$ cat src/rtl/cbl_pkg.sv
package cbl_pkg;
   // Default widths and depths shared by the latch modules
   parameter int unsigned CBL_DATA_W      = 4;
   parameter int unsigned CBL_SYNC_STAGES = 2;
   parameter int unsigned CBL_ROM_LSB     = 21;

   // Idle levels of the synchronised strobes
   typedef struct packed {
      logic sel_n;
      logic wr_n;
   } cbl_strobe_t;

   localparam cbl_strobe_t CBL_STROBE_IDLE = '{sel_n: 1'b1, wr_n: 1'b1};
endpackage

$ cat src/rtl/cbl_sync.sv
module cbl_sync #(
   parameter int unsigned         W       = 6,
   parameter int unsigned         STAGES  = 2,
   parameter logic [W-1:0]        RST_VAL = '0
) (
   input  logic         clk,
   input  logic         rst_n,
   input  logic [W-1:0] d_i,
   output logic [W-1:0] q_o
);
   // Elaboration checks
   if (STAGES < 2) begin : g_bad_stages
      $error("cbl_sync: STAGES must be at least 2");
   end
   if (W < 1) begin : g_bad_width
      $error("cbl_sync: W must be at least 1");
   end

   logic [W-1:0] pipe [STAGES];

   for (genvar s = 0; s < STAGES; s++) begin : g_stage
      if (s == 0) begin : g_first
         always_ff @(posedge clk or negedge rst_n) begin
            if (!rst_n) pipe[s] <= RST_VAL;
            else        pipe[s] <= d_i;
         end
      end else begin : g_next
         always_ff @(posedge clk or negedge rst_n) begin
            if (!rst_n) pipe[s] <= RST_VAL;
            else        pipe[s] <= pipe[s-1];
         end
      end
   end

   assign q_o = pipe[STAGES-1];
endmodule

$ cat src/rtl/cbl_capture.sv
module cbl_capture #(
   parameter int unsigned DATA_W = 4
) (
   input  logic              clk,
   input  logic              rst_n,
   input  logic              s_sel_n,
   input  logic              s_wr_n,
   input  logic [DATA_W-1:0] s_data,
   output logic              commit_o,
   output logic [DATA_W-1:0] cap_data_o
);
   logic              sel_q;
   logic              wr_seen_q;
   logic [DATA_W-1:0] shadow_q;
   logic              window_open;

   // The window opens on the cycle the synchronised select first reads low
   assign window_open = sel_q & ~s_sel_n;

   always_ff @(posedge clk or negedge rst_n) begin
      if (!rst_n) begin
         sel_q     <= 1'b1;
         wr_seen_q <= 1'b0;
         shadow_q  <= '0;
      end else begin
         sel_q <= s_sel_n;
         if (!s_sel_n) begin
            shadow_q  <= s_data;
            wr_seen_q <= (window_open ? 1'b0 : wr_seen_q) | ~s_wr_n;
         end else begin
            wr_seen_q <= 1'b0;
         end
      end
   end

   // Trailing edge of the select, qualified by a write inside the window
   assign commit_o   = s_sel_n & ~sel_q & wr_seen_q;
   assign cap_data_o = shadow_q;
endmodule

$ cat src/rtl/cbl_bank_reg.sv
module cbl_bank_reg #(
   parameter int unsigned          DATA_W     = 4,
   parameter logic [DATA_W-1:0]    RESET_BANK = '0
) (
   input  logic              clk,
   input  logic              rst_n,
   input  logic              commit_i,
   input  logic [DATA_W-1:0] cap_data_i,
   output logic [DATA_W-1:0] bank_o
);
   logic [DATA_W-1:0] bank_q;

   always_ff @(posedge clk or negedge rst_n) begin
      if (!rst_n)        bank_q <= RESET_BANK;
      else if (commit_i) bank_q <= cap_data_i;
   end

   assign bank_o = bank_q;


   reset_bank_chk: assert property (@(posedge clk) disable iff (!rst_n)
      $rose(rst_n) |-> bank_q == RESET_BANK);


   hold_between_chk: assert property (@(posedge clk) disable iff (!rst_n)
      !commit_i |=> $stable(bank_q));
endmodule

$ cat src/rtl/cart_bank_latch.sv
module cart_bank_latch
   import cbl_pkg::*;
#(
   parameter int unsigned          DATA_W      = CBL_DATA_W,
   parameter int unsigned          SYNC_STAGES = CBL_SYNC_STAGES,
   parameter int unsigned          ROM_LSB     = CBL_ROM_LSB,
   parameter logic [DATA_W-1:0]    RESET_BANK  = '0
) (
   input  logic              clk,
   input  logic              rst_n,
   input  logic              csel_n,
   input  logic              hwr_n,
   input  logic [DATA_W-1:0] hdata,
   output logic [DATA_W-1:0] rom_hi
);
   localparam int unsigned BUS_W  = DATA_W + 2;
   localparam int unsigned ROM_MSB = ROM_LSB + DATA_W - 1;
   localparam logic [BUS_W-1:0] BUS_IDLE = {CBL_STROBE_IDLE, {DATA_W{1'b0}}};

   if (DATA_W < 1 || DATA_W > 8) begin : g_bad_data_w
      $error("cart_bank_latch: DATA_W out of range");
   end
   if (ROM_MSB > 31) begin : g_bad_rom_pos
      $error("cart_bank_latch: bank bits exceed a 32-bit ROM address");
   end

   logic [BUS_W-1:0]  raw_bus;
   logic [BUS_W-1:0]  syn_bus;
   cbl_strobe_t       syn_strb;
   logic [DATA_W-1:0] syn_data;
   logic              commit;
   logic [DATA_W-1:0] cap_data;

   assign raw_bus  = {csel_n, hwr_n, hdata};
   assign syn_strb = syn_bus[BUS_W-1 -: 2];
   assign syn_data = syn_bus[DATA_W-1:0];

   cbl_sync #(
      .W       (BUS_W),
      .STAGES  (SYNC_STAGES),
      .RST_VAL (BUS_IDLE)
   ) i_sync (
      .clk   (clk),
      .rst_n (rst_n),
      .d_i   (raw_bus),
      .q_o   (syn_bus)
   );

   cbl_capture #(
      .DATA_W (DATA_W)
   ) i_capture (
      .clk        (clk),
      .rst_n      (rst_n),
      .s_sel_n    (syn_strb.sel_n),
      .s_wr_n     (syn_strb.wr_n),
      .s_data     (syn_data),
      .commit_o   (commit),
      .cap_data_o (cap_data)
   );

   cbl_bank_reg #(
      .DATA_W     (DATA_W),
      .RESET_BANK (RESET_BANK)
   ) i_bank (
      .clk        (clk),
      .rst_n      (rst_n),
      .commit_i   (commit),
      .cap_data_i (cap_data),
      .bank_o     (rom_hi)
   );


   load_value_chk: assert property (@(posedge clk) disable iff (!rst_n)
      commit |=> rom_hi == $past(cap_data));


   trailing_edge_chk: assert property (@(posedge clk) disable iff (!rst_n)
      commit |-> $rose(syn_strb.sel_n));
endmodule

$ cat config.mk
export PLATFORM = sky130hd
export DESIGN_NAME = cart_bank_latch
export DESIGN_NICKNAME = d
export VERILOG_FILES = /design/src/rtl/cbl_pkg.sv /design/src/rtl/cbl_sync.sv /design/src/rtl/cbl_capture.sv /design/src/rtl/cbl_bank_reg.sv /design/src/rtl/cart_bank_latch.sv
export SDC_FILE = /design/constraint.sdc
export NUM_CORES = 1
export LEC_CHECK = 0
export BUFFER_PORTS_ARGS = -buffer_cell sky130_fd_sc_hd__clkbuf_2
export CAP_MARGIN = 30
export CORE_MARGIN = 2
export CORE_UTILIZATION = 35
export DETAILED_ROUTE_END_ITERATION = 8
export GPL_ROUTABILITY_DRIVEN = 0
export HOLD_SLACK_MARGIN = 0.02
export PLACE_DENSITY_LB_ADDON = 0.2
export SYNTH_ARGS = -nofsm -noshare
export SYNTH_HDL_FRONTEND = slang
export SYNTH_SLANG_ARGS = --single-unit
$ cat constraint.sdc
create_clock -name clk -period 1.8 [get_ports clk]
set_clock_uncertainty 0.15 [all_clocks]
set_input_delay 0.18 -clock clk [delete_from_list [all_inputs] [get_ports clk]]
set_output_delay 0.18 -clock clk [all_outputs]
set_load 0.005 [all_outputs]
Word-level counts from Yosys, hierarchy flattened
Index checks and enable logic that the tools add are counted.

word-level totals
  register bits after elaboration = 22
  logic and storage cells = 15
  input port bits = 8

operators by class
  mux-type cells = 2
  bitwise gates (word level) = 7

operator list
  operator     number
  $and 1x1->1  3
  $not 1->1    3
  $mux 1       2
  $or 1x1->1   1

Logic depth before layout (Yosys ltp)
  word-level depth = 5
  gate-level depth with buffers = 2
  depth with buffers taken out = 2

Hierarchy
A second synthesis with hierarchy kept.

unflattened totals
  cell total of the unflattened synthesis = 40
  area total of the unflattened synthesis = 710.7 sq um

by module, submodules not included
  module        times used  sequential area each (sq um)  cells an instance  area each (sq um)
  cbl_sync      1           305.3                         18                 350.3
  cbl_capture   1           151.4                         14                 215.2
  cbl_bank_reg  1           100.1                         8                  145.1

Least setup slack after synthesis
Ideal clock, no wire load.

  path kind = register -> register
  from = reg i_sync.pipe (netlist bit i_sync.q_o[5])
  to = reg i_bank.bank_q[0], in the netlist i_bank.bank_o[0]
  slack = 0.520 ns
  cell stages (with the launch flop) = 3
  required time = 1.525 ns
  data arrival time = 1.005 ns
  path buffers = 0
  path through = dfstp_2 > nand3b_4 > mux2_4

between the ends
  cells in the longest elaborated chain, start to end = 2

ends and longest elaborated chain
  element                            line                source
  from (decl)                        cbl_sync.sv:19      logic [W-1:0] pipe [STAGES];
  from (signal, indexed assignment)  cbl_sync.sv:30      else pipe[s] <= pipe[s-1];
  $and 1x1->1 (2 in a row)           cbl_capture.sv:37   assign commit_o = s_sel_n & ~sel_q & wr_seen_q;
  to (signal assigned)               cbl_bank_reg.sv:15  else if (commit_i) bank_q <= cap_data_i;
  to (decl)                          cbl_bank_reg.sv:11  logic [DATA_W-1:0] bank_q;

Every way passes these cells.
A chain may end at the register's enable or synchronous reset.

Worst setup path in the final report
  from = reg i_sync.pipe (netlist bit i_sync.q_o[5])
  to = reg i_bank.bank_q[2], in the netlist i_bank.bank_o[2]

Same word-level chain as after synthesis.

==> impl_metrics.py <==
metrics = {
    "place": {
        "io_buffers": 11,
        "place_ws_ps": 473,
    },
    "setup_path": {
        "required_ps": 1840,
        "slowest_stage": "dfstp_2",
        "cp-start-kind": "register",
        "cp.arrival_ps": 1370,
        "end_kind": "register",
        "path_buf_inv": 0,
        "worstPathCellList": "nand3b_4 -> mux2_4",
        "crit_type": "register to register",
        "crit_path_max_incr_delay_ps": 640,
        "cp_top_family": "flip-flops",
        "worst-path-max-fanout": 7,
    },
    "drt": {
        "drcViolationCount": 0,
        "first_iter_violations": 0,
        "routed_via_density": 4.01,
        "via_count": 329,
        "ant_nets": 0,
        "drtPass1Iterations": 1,
        "routed_wl_um": 789,
        "routedWlPerCell_um": 9.62,
    },
    "synthesis": {
        "synth_nets": 41,
        "netlist_instances": 33,
        "syn_area_per_cell_um2": 21.0,
        "synth_area_leaders": "dfrtp_1 (61%), dfstp_2 (19%), mux2_4 (8.7%)",
        "yosysUniqueCellTypes": 7,
        "synth_top_cell_by_area": "dfrtp_1",
        "netlist.area_leader.share": 0.614,
        "ys_ff_latch": 22,
        "yosysWarnings": 0,
        "synth_seq_area_share": 0.803,
        "syn_area_um2": 693,
    },
    "sta": {
        "slew_headroom": 0.669,
        "setup_violations": 0,
        "fin_crit_sh": 0.741,
        "worst_pin_slew_ps": 497,
        "finalMaxSlewViolations": 0,
        "fmax_ghz": 0.750,
        "layout_min_cycle_time_ps": 1330,
        "grt_setup_unrepaired": "false",
        "setup_slack_ps": 467,
        "fin_tns_setup_ps": 0,
        "hold_viol": 0,
    },
    "global_routing": {
        "grt_pass1_vias": 349,
        "track_usage": 0.0843,
        "antenna_found_initial": 0,
        "grt_pass1_wl_um": 1460,
        "grt_max_degree": 23,
        "grt_overflow": 0,
    },
    "clock_tree": {
        "cts_made_buffers": 3,
        "cts_root_buf": "clkbuf_4",
        "cts_tree": "done",
        "post_cts_buffers": 0,
        "post_cts_resized": 0,
        "cts_max_path_buffers": 2,
        "clock_latency_ps": 290,
        "htree_num_levels": 1,
        "cts_sinks": 22,
        "cts_hold_buf": 7,
        "clk_pin_slew_worst_paths_ps": 110,
    },
    "die": {
        "die_width_um": 48.5,
        "rows": 16,
        "core-area_um2": 1920,
        "dieArea_um2": 2350,
        "start_util": 0.361,
        "die_h_um": 48.5,
        "io_pins": 12,
    },
    "status": {
        "status": "finished, final reports clean",
    },
    "layout": {
        "num_antenna_cells": 0,
        "fin_nets": 64,
        "final_cell_mix": "dfrtp_1 (17), clkbuf_2 (11), dlygate4sd3_1 (7)",
        "mostFrequentLayoutCell": "dfrtp_1",
        "fillers": 190,
        "drive_above_1_share": 0.527,
        "area_delta_synth_final_pct": 28.2,
    },
    "min_path": {
        "hold_path_class": "input pin to asynchronous set/reset pin",
    },
    "power": {
        "leakagePower_nw": 0.424,
        "power.density_nw_per_um2": 1050,
        "peakVddDrop_mv": 0.530,
    },
    "job": {
        "cap_violations": 0,
    },
}
==> cell families (layout without fill, tap and decap cells) <==
kind of cell    after synthesis  count (layout)  share of synthesized area
compound gates                1               1                    0.00721
buf+inv                       0              22                          0
flops                        22              22                      0.803
mux                           8               8                      0.152
simple gates                  2               2                     0.0379
==> area by class of cell <==
| class | count | area, um^2 | area share |
|---|---|---|---|
| multi-input cells | 11 | 136 | 0.154 |
| repair buffers | 18 | 125 | 0.141 |
| clock buffers | 4 | 36.3 | 0.0408 |
| flip-flops and latches | 22 | 557 | 0.627 |
| well taps | 27 | 33.8 | 0.0380 |
==> through the flow <==
step | util | power (W) | cells | area [um^2] | hold WS [ps]
6_report | 0.462 | 0.000937 | 82 | 888 | 210
5_1_grt | 0.462 | 0.000990 | 82 | 888 | 220
4_1_cts | 0.462 | 0.000955 | 82 | 888 | 212
3_5_place_dp | 0.407 | 0.000681 | 71 | 782 | 25.8
3_3_place_gp | 0.407 | 0.000678 | 71 | 782 | 8.88
2_1_floorplan | - | 0.000631 | 33 | 693 | -266
==> path summary, 6_finish.rpt <==
check | startpoint | endpoint | slack, ps | cells after the start
setup / recovery | i_sync.q_o[5] | i_bank.bank_o[2] | 470 | 2
hold / removal | rst_n | i_bank.bank_o[1] | 210 | 2
setup reg to reg | i_sync.q_o[5] | i_bank.bank_o[2] | 470 | 2
hold reg to reg | i_sync.pipe[9] | i_sync.q_o[3] | 210 | 0
max in group asynchronous | rst_n | i_capture.sel_q | 930 | 2
min in group clk | i_sync.pipe[9] | i_sync.q_o[3] | 210 | 0
==> synth_stat cells <==
cell type	n
a21oi_1	1
dfrtp_1	17
nand2b_1	1
mux2_4	4
nand3b_4	1
dfstp_2	5
mux2_2	4
==> worst register-to-register path, stage by stage (launching register included) <==
cell,delay [ps]
dfstp_2,640
nand3b_4,130
mux2_4,310
==> power breakdown <==
part           internal [W]  total (W)  switching (W)
clock network      0.000123   0.000258       0.000135
logic             0.0000731   0.000105      0.0000320
registers          0.000548   0.000573      0.0000254
==> state kept, by name, indices dropped and copies added, names as in the netlist <==
register and count:
i_bank.bank_o 4, i_capture.wr_seen_q 1, i_capture.sel_q 1, i_sync.pipe 6, i_sync.q_o 6, i_capture.cap_data_o 4
==> layer usage <==
layer | GRT usage | vias to the layer above | share of wire
met5 | 0 | - | 0
met4 | 0.0714 | 0 | 0.0051
met3 | 0.0216 | 2 | 0.065
met2 | 0.120 | 12 | 0.50
met1 | 0.107 | 161 | 0.43
li1 | - | 154 | -
(Power assumes the default switching activity.)
